<file path="config.mk">
export PLATFORM = sky130hd
export DESIGN_NAME = ps2_evt_fwd
export DESIGN_NICKNAME = d
export VERILOG_FILES = /design/src/rtl/ps2fwd_pkg.sv /design/src/rtl/ps2fwd_cmd_gate.sv /design/src/rtl/ps2fwd_evt_queue.sv /design/src/rtl/ps2fwd_credit.sv /design/src/rtl/ps2_evt_fwd.sv
export SDC_FILE = /design/constraint.sdc
export NUM_CORES = 1
export LEC_CHECK = 0
export CORE_MARGIN = 2
export CORE_UTILIZATION = 35
export DETAILED_ROUTE_END_ITERATION = 8
export GPL_ROUTABILITY_DRIVEN = 0
export GPL_TIMING_DRIVEN = 0
export HOLD_SLACK_MARGIN = 0.15
export PLACE_DENSITY = 0.63
export SLEW_MARGIN = 30
export SYNTH_ARGS = -nofsm -noshare
export SYNTH_HDL_FRONTEND = slang
export SYNTH_SLANG_ARGS = --single-unit
</file>
<file path="constraint.sdc">
create_clock -name clk -period 9.7 [get_ports clk]
set_clock_uncertainty 0.2 [all_clocks]
set_input_delay 2.425 -clock clk [delete_from_list [all_inputs] [get_ports clk]]
set_output_delay 2.425 -clock clk [all_outputs]
set_load 0.02 [all_outputs]
</file>
<file path="src/rtl/ps2fwd_pkg.sv">
package ps2fwd_pkg;
  localparam int CMD_W = 16;
  localparam int BYTE_W = 8;
  localparam logic [CMD_W-1:0] READY_TOKEN = 16'hFF00;

  typedef enum logic [1:0] {
    CMD_KBD   = 2'd0,
    CMD_AUX   = 2'd1,
    CMD_TOKEN = 2'd2,
    CMD_DROP  = 2'd3
  } cmd_kind_e;

  // Upstream event word: port number above, received byte below.
  function automatic logic [CMD_W-1:0] pack_evt(input logic port_sel,
                                                input logic [BYTE_W-1:0] d);
    return {7'd0, port_sel, d};
  endfunction

  function automatic cmd_kind_e classify(input logic [CMD_W-1:0] c);
    if (c == READY_TOKEN) return CMD_TOKEN;
    case (c[15:8])
      8'h00:   return CMD_KBD;
      8'h01:   return CMD_AUX;
      default: return CMD_DROP;
    endcase
  endfunction
endpackage

</file>
<file path="src/rtl/ps2fwd_cmd_gate.sv">
module ps2fwd_cmd_gate
  import ps2fwd_pkg::*;
(
  input  logic             cmd_valid,
  input  logic [CMD_W-1:0] cmd_data,
  input  logic             kbd_busy,
  input  logic             aux_busy,
  input  logic             tx_pending,
  output logic             cmd_pop,
  output cmd_kind_e        cmd_kind
);
  logic ports_idle;
  assign ports_idle = !kbd_busy && !aux_busy && !tx_pending;
  assign cmd_pop    = cmd_valid && ports_idle;
  assign cmd_kind   = classify(cmd_data);
endmodule

</file>
<file path="src/rtl/ps2fwd_evt_queue.sv">
module ps2fwd_evt_queue #(
  parameter int DEPTH = 8,
  parameter int W     = 16
) (
  input  logic         clk,
  input  logic         rst_n,
  input  logic         push_a,
  input  logic [W-1:0] data_a,
  input  logic         push_b,
  input  logic [W-1:0] data_b,
  input  logic         pop,
  output logic [W-1:0] head,
  output logic         empty,
  output logic         drop
);
  localparam int PTR_W = (DEPTH > 1) ? $clog2(DEPTH) : 1;
  localparam int CNT_W = $clog2(DEPTH + 1);

  function automatic logic [PTR_W-1:0] wrap_inc(input logic [PTR_W-1:0] p, input int inc);
    int s;
    s = int'(p) + inc;
    if (s >= DEPTH) s = s - DEPTH;
    return PTR_W'(s);
  endfunction

  logic [W-1:0]     mem [DEPTH];
  logic [PTR_W-1:0] wr_ptr, rd_ptr, idx_b;
  logic [CNT_W-1:0] count_q;
  int               free_slots;
  logic             acc_a, acc_b;

  assign free_slots = DEPTH - int'(count_q) + (pop ? 1 : 0);
  assign acc_a      = push_a && (free_slots >= 1);
  assign acc_b      = push_b && (free_slots >= (acc_a ? 2 : 1));
  assign drop       = (push_a && !acc_a) || (push_b && !acc_b);
  assign idx_b      = acc_a ? wrap_inc(wr_ptr, 1) : wr_ptr;
  assign head       = mem[rd_ptr];
  assign empty      = (count_q == '0);

  always_ff @(posedge clk) begin
    if (acc_a) mem[wr_ptr] <= data_a;
    if (acc_b) mem[idx_b]  <= data_b;
  end

  always_ff @(posedge clk) begin
    if (!rst_n) begin
      wr_ptr  <= '0;
      rd_ptr  <= '0;
      count_q <= '0;
    end else begin
      wr_ptr  <= wrap_inc(wr_ptr, int'(acc_a) + int'(acc_b));
      if (pop) rd_ptr <= wrap_inc(rd_ptr, 1);
      count_q <= CNT_W'(int'(count_q) + int'(acc_a) + int'(acc_b) - int'(pop));
    end
  end


  count_bound_chk: assert property (@(posedge clk) disable iff (!rst_n)
    int'(count_q) <= DEPTH);

  pop_nonempty_chk: assert property (@(posedge clk) disable iff (!rst_n)
    pop |-> count_q != '0);
endmodule

</file>
<file path="src/rtl/ps2fwd_credit.sv">
module ps2fwd_credit
  import ps2fwd_pkg::*;
(
  input  logic              clk,
  input  logic              rst_n,
  input  logic              token_acc,
  input  logic              q_empty,
  input  logic [CMD_W-1:0]  q_head,
  input  logic              kbd_stb,
  input  logic [BYTE_W-1:0] kbd_data,
  input  logic              aux_stb,
  input  logic [BYTE_W-1:0] aux_data,
  output logic              q_pop,
  output logic              push_a,
  output logic [CMD_W-1:0]  data_a,
  output logic              push_b,
  output logic [CMD_W-1:0]  data_b,
  output logic              resp_we,
  output logic [CMD_W-1:0]  resp_data,
  output logic              host_irq
);
  logic             ok_q, credit, direct_kbd, direct_aux, send;
  logic [CMD_W-1:0] send_data;

  assign credit     = ok_q || (token_acc && q_empty);
  assign q_pop      = token_acc && !q_empty;
  assign direct_kbd = credit && kbd_stb;
  assign direct_aux = credit && aux_stb && !kbd_stb;
  assign data_a     = pack_evt(1'b0, kbd_data);
  assign data_b     = pack_evt(1'b1, aux_data);
  assign push_a     = kbd_stb && !direct_kbd;
  assign push_b     = aux_stb && !direct_aux;
  assign send       = q_pop || direct_kbd || direct_aux;

  always_comb begin
    if (q_pop)           send_data = q_head;
    else if (direct_kbd) send_data = data_a;
    else                 send_data = data_b;
  end

  always_ff @(posedge clk) begin
    if (!rst_n) begin
      ok_q      <= 1'b1;
      resp_we   <= 1'b0;
      host_irq  <= 1'b0;
      resp_data <= '0;
    end else begin
      ok_q     <= (direct_kbd || direct_aux) ? 1'b0 : credit;
      resp_we  <= send;
      host_irq <= send;
      if (send) resp_data <= send_data;
    end
  end


  credit_empty_chk: assert property (@(posedge clk) disable iff (!rst_n)
    ok_q |-> q_empty);
endmodule

</file>
<file path="src/rtl/ps2_evt_fwd.sv">
module ps2_evt_fwd
  import ps2fwd_pkg::*;
#(
  parameter int QDEPTH = 8
) (
  input  logic        clk,
  input  logic        rst_n,
  input  logic        cmd_valid,
  input  logic [15:0] cmd_data,
  output logic        cmd_pop,
  input  logic        kbd_rx_stb,
  input  logic [7:0]  kbd_rx_data,
  input  logic        aux_rx_stb,
  input  logic [7:0]  aux_rx_data,
  input  logic        kbd_busy,
  input  logic        aux_busy,
  output logic        kbd_tx_req,
  output logic        aux_tx_req,
  output logic [7:0]  tx_data,
  output logic        resp_we,
  output logic [15:0] resp_data,
  output logic        host_irq,
  output logic        ovf_err
);
  cmd_kind_e        cmd_kind;
  logic             token_acc, q_pop, q_empty, q_drop;
  logic             push_a, push_b;
  logic [CMD_W-1:0] data_a, data_b, q_head;

  ps2fwd_cmd_gate gate_i (
    .cmd_valid (cmd_valid),
    .cmd_data  (cmd_data),
    .kbd_busy  (kbd_busy),
    .aux_busy  (aux_busy),
    .tx_pending(kbd_tx_req || aux_tx_req),
    .cmd_pop   (cmd_pop),
    .cmd_kind  (cmd_kind)
  );

  assign token_acc = cmd_pop && (cmd_kind == CMD_TOKEN);

  always_ff @(posedge clk) begin
    if (!rst_n) begin
      kbd_tx_req <= 1'b0;
      aux_tx_req <= 1'b0;
      tx_data    <= '0;
      ovf_err    <= 1'b0;
    end else begin
      kbd_tx_req <= cmd_pop && (cmd_kind == CMD_KBD);
      aux_tx_req <= cmd_pop && (cmd_kind == CMD_AUX);
      if (cmd_pop && (cmd_kind == CMD_KBD || cmd_kind == CMD_AUX))
        tx_data <= cmd_data[7:0];
      if (q_drop) ovf_err <= 1'b1;
    end
  end

  ps2fwd_credit credit_i (
    .clk      (clk),
    .rst_n    (rst_n),
    .token_acc(token_acc),
    .q_empty  (q_empty),
    .q_head   (q_head),
    .kbd_stb  (kbd_rx_stb),
    .kbd_data (kbd_rx_data),
    .aux_stb  (aux_rx_stb),
    .aux_data (aux_rx_data),
    .q_pop    (q_pop),
    .push_a   (push_a),
    .data_a   (data_a),
    .push_b   (push_b),
    .data_b   (data_b),
    .resp_we  (resp_we),
    .resp_data(resp_data),
    .host_irq (host_irq)
  );

  ps2fwd_evt_queue #(.DEPTH(QDEPTH), .W(CMD_W)) queue_i (
    .clk   (clk),
    .rst_n (rst_n),
    .push_a(push_a),
    .data_a(data_a),
    .push_b(push_b),
    .data_b(data_b),
    .pop   (q_pop),
    .head  (q_head),
    .empty (q_empty),
    .drop  (q_drop)
  );


  tx_onehot_chk: assert property (@(posedge clk) disable iff (!rst_n)
    $onehot0({kbd_tx_req, aux_tx_req}));

  token_no_tx_chk: assert property (@(posedge clk) disable iff (!rst_n)
    token_acc |=> !kbd_tx_req && !aux_tx_req);

  busy_gate_chk: assert property (@(posedge clk) disable iff (!rst_n)
    (kbd_tx_req || aux_tx_req) |-> !cmd_pop);

  sticky_err_chk: assert property (@(posedge clk) disable iff (!rst_n)
    ovf_err |=> ovf_err);
endmodule

</file>
# Word level (Yosys, flattened, before mapping)
# Memories as Yosys holds them, arrays and structs flattened. A register that Yosys moved wholly into a read port is not among the register bits.
# Index checks and enable logic that the tools add are counted.
[totals]
ff_bits = 39
ram_bits = 72
output_inout_bits = 30
elab_cells = 88
memories = 1
[mem_list]
columns = ["name", "depth", "word_bits", "rd", "rd_ports_with_merged_regs", "write_ports", "line", "rtl"]
rows = [
  ["queue_i.mem", 8, 9, 1, 1, 2, "ps2fwd_evt_queue.sv:26", "logic [W-1:0] mem [DEPTH];"],
]
[classes]
n_addsub = 12
n_lt_le_gt_ge = 5
n_eq_ne = 4
muxes = 19
n_reduce_logical = 37
[op_table]
columns = ["cell", "count"]
rows = [
  ["adder 32 bit", 1],
  [">= comparator 32 x 2 -> 1 bit (second input constant)", 1],
  [">= comparator 32 bit", 1],
  [">= comparator 32 x 5 -> 1 bit (second input constant)", 1],
  ["logical AND 1 bit", 18],
  ["two-way mux 3 bit", 6],
  ["equality test 16 bit (second input constant)", 1],
  ["two-way mux 16 bit", 1],
  ["logical NOT 1 bit", 9],
  ["two-way mux 9 bit", 1],
  ["subtractor 3 x 1 -> 3 bit (second input constant)", 3],
  ["adder 3 x 1 -> 4 bit (second input constant)", 2],
  ["equality test 8 x 1 -> 1 bit (second input constant)", 1],
  [">= comparator 4 bit (second input constant)", 2],
  ["logical NOT 8 bit", 1],
  ["logical OR 1 bit", 7],
  ["two-way mux 1 bit", 7],
  ["two-way mux 2 bit", 3],
  ["subtractor 4 x 4 -> 5 bit (first input constant)", 1],
  ["adder 3 x 2 -> 4 bit", 1],
  ["adder 4 x 1 -> 4 bit", 1],
  ["adder 4 x 2 -> 4 bit", 1],
  ["logical NOT 4 bit", 1],
  ["one-hot mux 2 bit (2 select lines)", 1],
  ["other kinds (5)", 5],
]

# Longest topological paths before layout
[depth]
depth_word = 18
ltp_mapped = 26

# Hierarchy
# From an unflattened synthesis, not the netlist that was laid out.
[hier_totals]
cells_unflattened = 667
hier_area_um2 = 9375.2
[modules_own_cells]
columns = ["mod", "n_inst", "cells_per_inst", "area_each_um2", "seq_area_each_um2"]
rows = [
  ["ps2fwd_evt_queue", 1, 461, 7622.3, 4103.9],
  ["ps2fwd_credit", 1, 152, 1222.4, 360.3],
  ["ps2_evt_fwd", 1, 44, 445.4, 220.2],
  ["ps2fwd_cmd_gate", 1, 10, 85.1, 0.0],
]

# Least setup slack after synthesis
# OpenSTA, ideal clock, no wires.
[synth_path]
path_type = "input to register"
from = "in aux_busy"
to = "mem queue_i.mem[0][0] in the netlist's numbering, enable pin"
arrival_ns = 7.369
required_ns = 9.122
path_slack_ns = 1.753
path_stages = 22
path_cell_list = "nor4_1 -> nand2_1 -> nor4_1 -> nand2_1 -> inv_1 -> ha_1 -> nand4_1 -> ha_1 -> nor4_1 -> nand4_1 -> or4_1 -> o21ba_2 -> nand3_4 -> buf_8 -> inv_2 -> buf_2 -> ha_1 -> nor4_2 -> buf_2 -> buf_2 -> nand2_1 -> a31oi_1"
[synth_lines]
columns = ["element", "line", "rtl"]
rows = [
  ["start, declared", "ps2_evt_fwd.sv:16", "input logic aux_busy,"],
  ["end, declared", "ps2fwd_evt_queue.sv:26", ""],
]

==> results by stage <==
CTS:
- The maximum clock path buffer count is 2.
- The clock net sink count is 107.
- In this run, post-CTS repair resized a total of 0 instances.
- Clock-pin slew was measured on the worst setup and hold paths at 0.07 ns.
- In this run the clock root is driven by a clkbuf_16.
- The H-tree depth is 3.
- The clock tree from TritonCTS is done.
- The number of clock buffers added by TritonCTS is 9.
- Post-CTS timing repair inserted 0 buffers for setup.
- For the worst-skew pair, the clock arrives at the later sink with an insertion delay of 0.35 ns.
- In this run, post-CTS hold repair placed 0 buffers.

Die:
- The floorplan step set the die width to 135 um.
- The starting utilization of the core area is 35.9%.
- The floorplan step defined a die boundary enclosing 18,100 um2.
- The placeable core region is 16,600 um2.
- The die extent in y is 135 um.
- For this design the top-level I/O count stands at 69.
- After floorplanning, the core was divided into 47 placement rows.

Synthesis:
- The most used flip-flop cell after synthesis is edfxtp_1.
- Counting flops with an async set or reset pin after synthesis yields a share of 0%.
- Summing every instance area after synthesis gives 5980 um2.
- The total number of yosys warnings is 0.
- In the synthesized netlist, the number of instances is 520.
- The mean instance size in the synthesized netlist is 11.5 um2.
- The sequential area share after synthesis is 46.5%.
- The number of enable-type register cells in the synthesized netlist is 64.
- The number of library cell types mapped by synthesis is 56.
- The count of state elements after synthesis is 107.

Setup path:
- STA puts the critical path data required time at 9.48 ns.
- The worst setup path is captured at a flip-flop.
- The signal on the critical path passes through clkdlybuf4s50_1, nor4_1, nand2_1, nor4_1, nand2_1, inv_1, ha_1, nand4_1, ha_1, nor4_1, nand4_1, or4_1, o21ba_2, nand3_4, buf_2, ha_1, inv_1, o21ai_0, nor4_2, nor4b_2, clkbuf_1, nand2_1, a31oi_1.
- The cell at the slowest stage of the critical path is a31oi_1.
- The critical path is of the input port to flip-flop type.
- Of all nets on the critical path, the largest fanout is 13.
- In this run the worst setup path begins at cmd_data[0].
- The capturing point of the worst reg2reg path is queue_i.mem[5][0]$_DFFE_PP_.
- The setup check on the worst reg-to-reg path leaves a slack of 2.77 ns.
- The critical path startpoint category is an input port.
- The most critical setup path has its endpoint at queue_i.mem[5][0]$_DFFE_PP_.
- The origin of the critical flop-to-flop path is aux_tx_req$_SDFF_PN0_.
- The largest single stage delay on the critical path is 0.82 ns.
- The number of cell instances on the worst register-to-register path is 22.
- The critical path data arrival time is 8.95 ns.

STA:
- The achievable frequency is 109 MHz.
- Headroom to the max-slew limit came out at 30.5%.
- The setup TNS after final layout is 0 ns.
- Setup repair after global routing left no endpoint under its margin.
- For the pin with the worst max-slew slack, the measured transition is 1.04 ns.
- The final setup violation count is 0.
- The time the worst path needs with I/O delays and setup is 9.18 ns.
- The final critical path takes up 94.6% of the cycle.
- The number of endpoints with negative hold slack in the final report came to 0.
- The total count of max-transition violations in the final report is 0.

Global routing:
- The total overflow left after global routing is 0.
- The via count of the first global-routing pass is 4,860.
- The initial antenna violation count is 0.
- Global routing used 19.1% of the available tracks.
- The wire length of the first global-routing pass is 26,500 um.
- Entering global routing, the biggest net connects 18 pins.

Pwr:
- The analysis attributes to cell leakage a power of 2.38 nW.
- VDD sags by at most 0.000104 V.
- Power spread over the standard cell area amounts to 215 nW/um2.

Job:
- The reported max-cap violation count is 0.

Finish:
- Excluding fillers, the count of instances in the completed layout stands at 822.
- The top cell types in the final layout, fill and taps aside, are edfxtp_1, clkdlybuf4s50_1, nand2_1, dfxtp_1.
- Fill cells in the final layout number 1,586.
- The fraction of layout cells with a size suffix above 1 is 13.8%.
- The final antenna diode count is 0.
- Leaving out fill and tap cells, the most frequent cell in the layout is edfxtp_1.
- The net count of the finished layout is 661.
- The layout-stage area growth over the synthesis result is 20.4%.

Run status:
- The flow ran to the end, and the final reports show no timing, DRC or antenna violations.

Drt:
- The number of design-rule violations left by the first detailed-router iteration is 424.
- For this run, design rule violations remaining after detail routing come to 0.
- For this block, the via count after detailed routing is 4,842.
- The final antenna-violating net count is 0.
- For this block, the routed nets add up to 16,900 um of wire.
- Dividing the detail-routed via count by the number of cells gives 5.89.
- The number of detailed-route iterations in the first pass is 5.
- Dividing the detail-routed wire length by the instance count gives 20.5 um.

Min path:
- The path type of the worst min-delay path is flip-flop to flip-flop.

Place:
- The HPWL after detailed placement is 12,600 um.
- The count of buffers added on input and output ports is 59.
- The number of placed instances with taps included is 805.
## area by class of cell
class,instances,area (um2),share of cell area (%)
tap,220,275,3.82
multi-input combinational,366,3000,41.7
timing repair buffer,60,596,8.27
inverter,17,63.8,0.886
clock inverter,4,41.3,0.574
buffer,36,189,2.62
sequential,107,2780,38.7
clock buffer,12,246,3.42
## Yosys cell counts, types with 11 or more instances
cell type  instances  area [um2]
nor2_1            29         109
dfxtp_1           43         861
o22ai_1           32         200
mux4_2            18         405
inv_1             15        56.3
a21oi_1           25         125
clkbuf_1          14        52.6
mux2i_1           23         230
edfxtp_1          64        1920
nor2b_1           11        68.8
a32o_1            32         320
mux2_2            12         135
ha_1              22         275
nand2_1           44         165
## power by group
group | switching (mW) | internal [mW] | total (mW)
registers | 0.0421 | 0.569 | 0.612
clock network | 0.167 | 0.196 | 0.362
logic | 0.373 | 0.199 | 0.571
total | 0.581 | 0.964 | 1.55
## state kept, by name, indices dropped and copies added (netlist names), named ones only
register	count
queue_i.mem	72
kbd_tx_req	1
credit_i.resp_we	1
tx_data	8
queue_i.rd_ptr	3
credit_i.ok_q	1
ovf_err	1
credit_i.resp_data	9
queue_i.count_q	4
aux_tx_req	1
queue_i.wr_ptr	3
## worst min path at each step
stage                                   start                             end  slack [ns]  cells past startpoint
2_1_floorplan  queue_i.mem[2][8]$_SDFFE_PP1P_  queue_i.mem[2][8]$_SDFFE_PP1P_        0.27                      2
3_3_place_gp          tx_data[1]$_SDFFE_PN0P_         tx_data[1]$_SDFFE_PN0P_        0.28                      2
3_5_place_dp          tx_data[3]$_SDFFE_PN0P_         tx_data[3]$_SDFFE_PN0P_        0.28                      2
4_1_cts               tx_data[3]$_SDFFE_PN0P_         tx_data[3]$_SDFFE_PN0P_        0.30                      2
5_1_grt                  ovf_err$_SDFFE_PN0P_            ovf_err$_SDFFE_PN0P_        0.33                      1
6_report              tx_data[3]$_SDFFE_PN0P_         tx_data[3]$_SDFFE_PN0P_        0.30                      2
## metrics by stage
step / area, um2 / utilization, % / power (mW) / hold WS (ns) / setup slack, ns
floorplan: 6000 / - / 0.996 / 0.268 / 1.75
global placement: 6870 / 41.3 / 1.15 / 0.279 / 0.141
detailed placement: 6890 / 41.4 / 1.18 / 0.284 / 0.140
CTS: 7180 / 43.1 / 1.54 / 0.301 / 0.470
global route: 7200 / 43.3 / 1.63 / 0.333 / 0.0784
finish: 7200 / 43.3 / 1.55 / 0.298 / 0.524
## critical path, delay by kind of cell
kind	cells	cell delay (ns)
adder cells (fa/ha/maj)	3	0.71
AND/OR/NAND/NOR	12	3.06
AO/OA/AOI/OAI	3	1.28
buffers and inverters	5	1.47
## per-layer routing
metal	GRT usage (%)	wire length, um	vias up
met4	6.84	251	0
met2	31.1	8160	244
met5	0	0	-
met1	25.2	7260	2385
li1	-	-	2187
met3	4.02	1190	26
## cells by family (layout without fill, tap and decap cells)
| kind of cell | after synthesis | after routing | synth area share [%] |
|---|---|---|---|
| adders and majority gates | 25 | 25 | 5.61 |
| xor gates and xnor gates | 9 | 9 | 1.32 |
| DFF | 107 | 107 | 46.5 |
| buffers and inverters | 53 | 129 | 4.21 |
| other | 1 | 7 | 0.0627 |
| and+or+nand+nor | 125 | 125 | 10.6 |
| AOI/OAI and AO/OA | 147 | 147 | 18.8 |
| muxes | 53 | 53 | 12.9 |
(Power assumes the default switching activity.)
